File: config.mk
export PLATFORM = sky130hd
export DESIGN_NAME = membus_seq
export DESIGN_NICKNAME = d
export VERILOG_FILES = /design/src/rtl/membus_pkg.sv /design/src/rtl/membus_stall_timer.sv /design/src/rtl/membus_xfer_regs.sv /design/src/rtl/membus_seq.sv
export SDC_FILE = /design/constraint.sdc
export NUM_CORES = 1
export LEC_CHECK = 0
export ABC_CLOCK_PERIOD_IN_PS = 3400
export BUFFER_PORTS_ARGS = -buffer_cell sky130_fd_sc_hd__buf_2
export CAP_MARGIN = 20
export CORE_MARGIN = 2
export CORE_UTILIZATION = 50
export DETAILED_ROUTE_END_ITERATION = 10
export GPL_ROUTABILITY_DRIVEN = 1
export PLACE_DENSITY_LB_ADDON = 0.3
export SLEW_MARGIN = 20
export SYNTH_ARGS = -nofsm -noshare
export SYNTH_HDL_FRONTEND = slang
export SYNTH_SLANG_ARGS = --single-unit
File: constraint.sdc
create_clock -name clk -period 3.4 [get_ports clk]
set_input_delay 0.17 -clock clk [delete_from_list [all_inputs] [get_ports clk]]
set_output_delay 0.17 -clock clk [all_outputs]
set_load 0.02 [all_outputs]
File: src/rtl/membus_pkg.sv
package membus_pkg;

    typedef enum logic [1:0] {
        ST_IDLE   = 2'd0,
        ST_SETUP  = 2'd1,
        ST_WAIT   = 2'd2,
        ST_FINISH = 2'd3
    } seq_state_t;

    typedef enum logic {
        OP_READ  = 1'b0,
        OP_WRITE = 1'b1
    } bus_op_t;

endpackage

File: src/rtl/membus_stall_timer.sv
module membus_stall_timer #(
    parameter int WAIT_LIMIT = 16
) (
    input  logic clk,
    input  logic rst,
    input  logic clear,
    input  logic stall,
    output logic expired
);
    localparam int CNT_W = $clog2(WAIT_LIMIT + 1);
    localparam logic [CNT_W-1:0] LAST = CNT_W'(WAIT_LIMIT - 1);

    logic [CNT_W-1:0] cnt_q;

    always_ff @(posedge clk) begin
        if (rst || clear) begin
            cnt_q <= '0;
        end else if (stall && cnt_q != LAST) begin
            cnt_q <= cnt_q + 1'b1;
        end
    end

    assign expired = stall && (cnt_q == LAST);

endmodule

File: src/rtl/membus_xfer_regs.sv
module membus_xfer_regs
    import membus_pkg::*;
#(
    parameter int ADDR_W = 16,
    parameter int DATA_W = 32
) (
    input  logic              clk,
    input  logic              rst,
    input  logic              load,
    input  bus_op_t           op_in,
    input  logic [ADDR_W-1:0] addr_in,
    input  logic [DATA_W-1:0] wdata_in,
    input  logic              capture,
    input  logic [DATA_W-1:0] rdata_in,
    output bus_op_t           op_q,
    output logic [ADDR_W-1:0] addr_q,
    output logic [DATA_W-1:0] wdata_q,
    output logic [DATA_W-1:0] rdata_q
);
    always_ff @(posedge clk) begin
        if (rst) begin
            op_q    <= OP_READ;
            addr_q  <= '0;
            wdata_q <= '0;
            rdata_q <= '0;
        end else if (load) begin
            op_q    <= op_in;
            addr_q  <= addr_in;
            wdata_q <= (op_in == OP_WRITE) ? wdata_in : '0;
            rdata_q <= '0;
        end else if (capture) begin
            rdata_q <= rdata_in;
        end
    end

endmodule

File: src/rtl/membus_seq.sv
module membus_seq
    import membus_pkg::*;
#(
    parameter int ADDR_W     = 16,
    parameter int DATA_W     = 32,
    parameter int WAIT_LIMIT = 16
) (
    input  logic              clk,
    input  logic              rst,
    input  logic              req_valid,
    input  logic              req_write,
    input  logic [ADDR_W-1:0] req_addr,
    input  logic [DATA_W-1:0] req_wdata,
    output logic              req_ready,
    output logic              rsp_done,
    output logic              rsp_err,
    output logic [DATA_W-1:0] rsp_rdata,
    output logic [ADDR_W-1:0] bus_addr,
    output logic [DATA_W-1:0] bus_wdata,
    output logic              bus_rd,
    output logic              bus_wr,
    input  logic              mem_ready,
    input  logic [DATA_W-1:0] mem_rdata
);
    seq_state_t state_q, state_d;
    logic       err_q, err_d;
    logic       accept;
    logic       stall;
    logic       expired;
    logic       capture;
    bus_op_t    op_q;
    logic [ADDR_W-1:0] addr_q;
    logic [DATA_W-1:0] wdata_q;
    logic [DATA_W-1:0] rdata_q;

    assign accept  = (state_q == ST_IDLE) && req_valid;
    assign stall   = (state_q == ST_WAIT) && !mem_ready;
    assign capture = (state_q == ST_WAIT) && mem_ready && (op_q == OP_READ);

    membus_stall_timer #(
        .WAIT_LIMIT(WAIT_LIMIT)
    ) u_timer (
        .clk    (clk),
        .rst    (rst),
        .clear  (state_q != ST_WAIT),
        .stall  (stall),
        .expired(expired)
    );

    membus_xfer_regs #(
        .ADDR_W(ADDR_W),
        .DATA_W(DATA_W)
    ) u_regs (
        .clk     (clk),
        .rst     (rst),
        .load    (accept),
        .op_in   (req_write ? OP_WRITE : OP_READ),
        .addr_in (req_addr),
        .wdata_in(req_wdata),
        .capture (capture),
        .rdata_in(mem_rdata),
        .op_q    (op_q),
        .addr_q  (addr_q),
        .wdata_q (wdata_q),
        .rdata_q (rdata_q)
    );

    // next-state logic
    always_comb begin
        state_d = state_q;
        err_d   = err_q;
        unique case (state_q)
            ST_IDLE: begin
                if (req_valid) begin
                    state_d = ST_SETUP;
                    err_d   = 1'b0;
                end
            end
            ST_SETUP: state_d = ST_WAIT;
            ST_WAIT: begin
                if (mem_ready) begin
                    state_d = ST_FINISH;
                end else if (expired) begin
                    state_d = ST_FINISH;
                    err_d   = 1'b1;
                end
            end
            ST_FINISH: state_d = ST_IDLE;
            default: state_d = ST_IDLE;
        endcase
    end

    // state register
    always_ff @(posedge clk) begin
        if (rst) begin
            state_q <= ST_IDLE;
            err_q   <= 1'b0;
        end else begin
            state_q <= state_d;
            err_q   <= err_d;
        end
    end

    // outputs
    always_comb begin
        req_ready = 1'b0;
        rsp_done  = 1'b0;
        rsp_err   = 1'b0;
        rsp_rdata = '0;
        bus_addr  = '0;
        bus_wdata = '0;
        bus_rd    = 1'b0;
        bus_wr    = 1'b0;
        unique case (state_q)
            ST_IDLE: req_ready = 1'b1;
            ST_SETUP, ST_WAIT: begin
                bus_addr  = addr_q;
                bus_wdata = wdata_q;
                bus_rd    = (op_q == OP_READ);
                bus_wr    = (op_q == OP_WRITE);
            end
            ST_FINISH: begin
                bus_addr  = addr_q;
                bus_wdata = wdata_q;
                rsp_done  = 1'b1;
                rsp_err   = err_q;
                rsp_rdata = err_q ? '0 : rdata_q;
            end
            default: req_ready = 1'b0;
        endcase
    end

endmodule

* Yosys cells after proc, flatten, opt, wreduce, memory -nomap -nowiden *
Cells that the tools add are included.

cells by class
  add/subtract/negate cells = 1
  equality and inequality tests = 10
  muxes and demuxes = 19
  bitwise gates (word level) = 1
  reductions and logical operators = 15

operators with widths
  cell                                                 count
  two-way mux 32 bit                                   4
  two-way mux 16 bit                                   1
  two-way mux 1 bit                                    9
  != test 2 bit, second input constant                 4
  case mux 2 bit (4 select lines)                      1
  logical AND 1 bit                                    6
  two-way mux 2 bit                                    3
  adder 5 x 1 -> 5 bit, second input constant          1
  equality test 5 x 4 -> 1 bit, second input constant  1
  != test 5 x 4 -> 1 bit, second input constant        1
  equality test 2 bit, second input constant           2
  AND reduction 4 bit                                  1
  OR reduction 2 bit                                   2
  != test 3 bit, second input constant                 1
  OR reduction 3 bit                                   1
  equality test 2 x 1 -> 1 bit, second input constant  1
  logical NOT 2 bit                                    1
  case mux 1 bit (2 select lines)                      1
  AND reduction 2 bit                                  1
  nonzero test 2 bit                                   1
  logical NOT 1 bit                                    1
  logical OR 1 bit                                     1
  inverter 1 bit                                       1

word-level totals
  register bits = 89
  input port bits = 85
  output and inout bits = 85
  logic and storage cells = 53

* Longest topological paths before layout *
  depth after elaboration = 6
  depth in mapped cells = 8
  mapped depth without buffers = 6

* Cells and area by module *
Synthesis repeated with hierarchy kept, for this count alone.

unflattened totals
  cell total of the unflattened synthesis = 448
  area total of the unflattened synthesis = 4,045.1 sq um

by module, submodules not included
  module              instances  cells an instance  area each (sq um)  sequential area each (sq um)
  membus_xfer_regs    1          302                2,999.1            1,621.6
  membus_seq          1          119                797.0              60.1
  membus_stall_timer  1          27                 249.0              100.1

* Least setup slack after synthesis *
No wires, ideal clock.

  kind = register to register
  start point = reg u_timer.cnt_q[0]
  end point = reg u_timer.cnt_q[3]
  setup time = 70 ps
  arrival time = 1,777 ps
  required time = 3,330 ps
  setup slack = 1,553 ps
  cell stages (with the launch flop) = 7
  path buffers = 0
  clock period less this slack = 1,847 ps
  cells stage by stage = dfxtp_1 -> ha_1 -> and3_1 -> ha_1 -> or3b_1 -> or3_1 -> a21oi_1

on the way
  cells in the longest elaborated chain, start to end = 2
  elaborated cells on any way between the ends = 3
  classes of those cells = add/sub (1); eq/ne (1); reduce/logical (1)

RTL lines
  what                                                          line                      source
  from (decl)                                                   membus_stall_timer.sv:13  logic [CNT_W-1:0] cnt_q;
  from (signal assigned)                                        membus_stall_timer.sv:19  cnt_q <= cnt_q + 1'b1;
  branches (longest 2 deep; another with adder 5 x 1 -> 5 bit)  n/a

Several ways; the timed one is not identified.
A chain may end at the register's enable or synchronous reset.

* Worst setup path after layout *
  start point = reg state_q[0]
  end point = reg u_regs.rdata_q[27]

on the way
  cells in the longest elaborated chain, start to end = 3
  elaborated cells on any way between the ends = 6
  classes of those cells = eq/ne (1); reduce/logical (5)

RTL lines
  what                                                             line                                source
  from (decl)                                                      membus_seq.sv:25                    seq_state_t state_q, state_d;
  from (signal assigned)                                           membus_seq.sv:99                    state_q <= state_d;
  equality test 2 bit / logical NOT 2 bit (equally long branches)  membus_seq.sv:38, membus_seq.sv:36
  logical AND 1 bit (on tied branches)                             membus_seq.sv:38, membus_seq.sv:36
  logical AND 1 bit / OR reduction 2 bit (equally long branches)   n/a
  to (signal assigned)                                             membus_xfer_regs.sv:32              rdata_q <= rdata_in;
  to (decl)                                                        membus_xfer_regs.sv:18              output logic [DATA_W-1:0] rdata_q

Parallel ways exist; a longest one is shown, timed or not.

==> impl_results.md <==
* Hold crit path type: in -> reg
* Gr usage total at 0.2072
* R2R Path Start: state_q[0]$_SDFFE_PP0P_
* Starting Density at 0.5091
* DRC at 0
* Setup TNS at 0 ns
* Placer Congestion at 0.7819
* Hold WS at 0.04531 ns
* Setup violations, final at 0
* Die Y at 89.25 µm
* Critical R2R Capture: u_regs.rdata_q[27]$_SDFFE_PP0P_
* CTS Hold Bufs at 0
* Ys Warns at 0
* Tmin final at 2.212 ns
* Worst IR Drop VDD at 0.0004024 V
* Synth area leaders: dfxtp_1 49%, nand2_1 10%, nor2b_1 8.6%
* Fin. max-slew vios at 0
* Critical Path Sink: u_regs.rdata_q[27]$_SDFFE_PP0P_
* Nets@finish at 668
* Relative max-transition margin at 0.6008
* Worst setup EP type: flip-flop
* Area grow syn2layout at 29.10%
* Most common cell in the netlist: nand2_1
* CTS Buffer Depth at 2
* Pwr per Cell Area at 604.6 mW/mm²
* Design area at 0.004691 mm²
* Critical Path Start Type: flip-flop
* Die width at 89.25 µm
* Worst R2R Setup Slack at 1.19 ns
* Max_cap viols at 0
* Reg clk slew, reported paths at 0.09 ns
* Root buffer cell: clkbuf_8
* Drt first pass iters at 4
* Seq/Total Area, Yosys at 0.4904
* Port Buf Inserts at 169
* R2R depth at 7
* Type of the worst setup path: reg -> reg
* TritonCTS Sinks at 89
* Synth area leader: dfxtp_1
* Setup repair bufs after CTS at 0
* Syn nets at 512
* Async SR Flop Fraction at 0
* Core area at 0.007137 mm²
* Routed Wire Length at 8568 µm
* Max Fclk at 452.1 MHz
* Syn_area_per_cell at 8.610 µm²
* Initial antenna violation count at 0
* Core Rows at 31
* Synth Instances at 422
* Filler cell count at 668
* Area share of the leading cell type in the synthesized netlist at 0.4904
* Antenna viol nets, final at 0
* Fin Clk Skew at 0.009454 ns
* Die area at 0.007965 mm²
* Antenna diodes at 0
* DP Area at 0.004503 mm²
* Status: completed
* Remaining global-route overflow at 0
* Seq cells post-synth at 89
* Post-synth EDFFs at 0
* Post-CTS sizing at 0
* Wire length per cell at 12.58 µm
* Worst-path maximum fanout at 52
* Worst-margin pin slew at 0.5988 ns
* Hold path cells at 2
* Place WS at 1.154 ns
* Ys flop type: dfxtp_1
* First-pass GRT wire length at 12960 µm
* Vias in the first global route at 2946
* DR vias at 3340
* Critical Path RT at 3.60 ns
* Leak at 0.002177 µW
* Initial DRC count at 143
* Largest net degree at the start of global routing at 53
* CTS tree: yes
* RSZ-0062 raised after global routing: no
* H-Tree Depth at 3
* WP data arrival at 2.41 ns
* Netlist cell types at 33
* Area of the multi-input gates at 0.001690 mm²
* Cell area after synthesis at 0.003633 mm²
* Clk_lat worst skew at 0.34 ns
* Area taken by flip-flops and latches at 0.001782 mm²
* Number of vias per cell at 4.905
* Inserted Clock Buffers at 9
* I/O Pins at 170
* Post-route setup slack at 1.188 ns
* Critical Path Start: state_q[0]$_SDFFE_PP0P_
* Top cells by count, synth: 99 x nand2_1, 89 x dfxtp_1, 50 x a21oi_1, 50 x nor2b_1, 36 x and2_1
* Post-DP HPWL at 6121 µm
* Crit share post-route at 0.6505
* Final hold vios at 0
* Layout cells sized above 1 at 0.3351
## sequential cells by signal (all words and copies together) (netlist names)
| register | cells |
|---|---|
| err_q | 1 |
| state_q | 2 |
| u_regs.addr_q | 16 |
| u_regs.op_q | 1 |
| u_regs.rdata_q | 32 |
| u_regs.wdata_q | 32 |
| u_timer.cnt_q | 5 |
## metal layers
| metal | part of all wire | up-vias | routed length (µm) | global-route usage |
|---|---|---|---|---|
| met3 | 0.078 | 8 | 668 | 0.05633 |
| li1 | - | 1698 | - | - |
| met2 | 0.48 | 114 | 4104 | 0.3502 |
| met5 | 0 | - | 0 | 0 |
| met4 | 0.011 | 0 | 91 | 0.08548 |
| met1 | 0.43 | 1520 | 3703 | 0.2491 |
## metrics by stage
stage | utilization | cells | power (µW)
after floorplan | - | 422 | 1918
after global routing | 0.6573 | 681 | 3010
after CTS | 0.6569 | 681 | 2868
after detailed placement | 0.6310 | 666 | 2187
final | 0.6573 | 681 | 2836
after global placement | 0.6310 | 666 | 2158
## final cells by class
cell class                 count  share of cell area
tap                           99             0.02641
timing repair buffer         175              0.1899
inverter                       5            0.004001
clock inverter                 5             0.01227
multi-input combinational    298              0.3604
sequential                    89              0.3798
clock buffer                  10             0.02721
## power breakdown
part / total [µW] / switching (µW) / internal, µW / leakage (µW)
logic: 929 / 623 / 306 / 0.00136
registers: 1220 / 59.1 / 1160 / 0.000723
clock network: 685 / 349 / 336 / 0.0000961
## how the worst min path moves through the flow
stage                                      endpoint     startpoint
finish              u_regs.wdata_q[31]$_SDFFE_PP0P_  req_wdata[31]
global route         u_regs.wdata_q[9]$_SDFFE_PP0P_   req_wdata[9]
CTS                 u_regs.wdata_q[31]$_SDFFE_PP0P_  req_wdata[31]
detailed placement  u_regs.wdata_q[31]$_SDFFE_PP0P_  req_wdata[31]
global placement     u_regs.wdata_q[2]$_SDFFE_PP0P_   req_wdata[2]
floorplan            u_regs.wdata_q[0]$_SDFFE_PP0P_   req_wdata[0]
## kinds of logic after synthesis
| logic type | count (synthesis) | synth area share |
|---|---|---|
| simple gates | 202 | 0.2807 |
| flops | 89 | 0.4904 |
| buf+inv | 35 | 0.04580 |
| fa+ha+maj | 5 | 0.01722 |
| xor+xnor | 2 | 0.004822 |
| compound gates | 88 | 0.1584 |
| mux | 1 | 0.002755 |
## worst max-delay path, cell delays in order (launching register included)
cell and delay (ns):
dfxtp_1 0.33, inv_1 0.08, ha_2 0.17, buf_4 0.42
nand2_1 0.48, nand2_1 0.18, buf_4 0.32, a21oi_1 0.08
## layout by cell type, fill, tap and decap left out, types with 2 or more instances in the layout
cell and n:
a22o_1 32, ha_1 4, buf_4 6, and2_1 36
a21oi_1 50, nand2_1 99, clkbuf_8 9, nor2b_1 50
inv_1 5, clkinv_4 2, xnor2_1 2, buf_2 169
dfxtp_1 89, nor2_1 4, clkinv_2 2
Power figures use the tool's default switching activity.
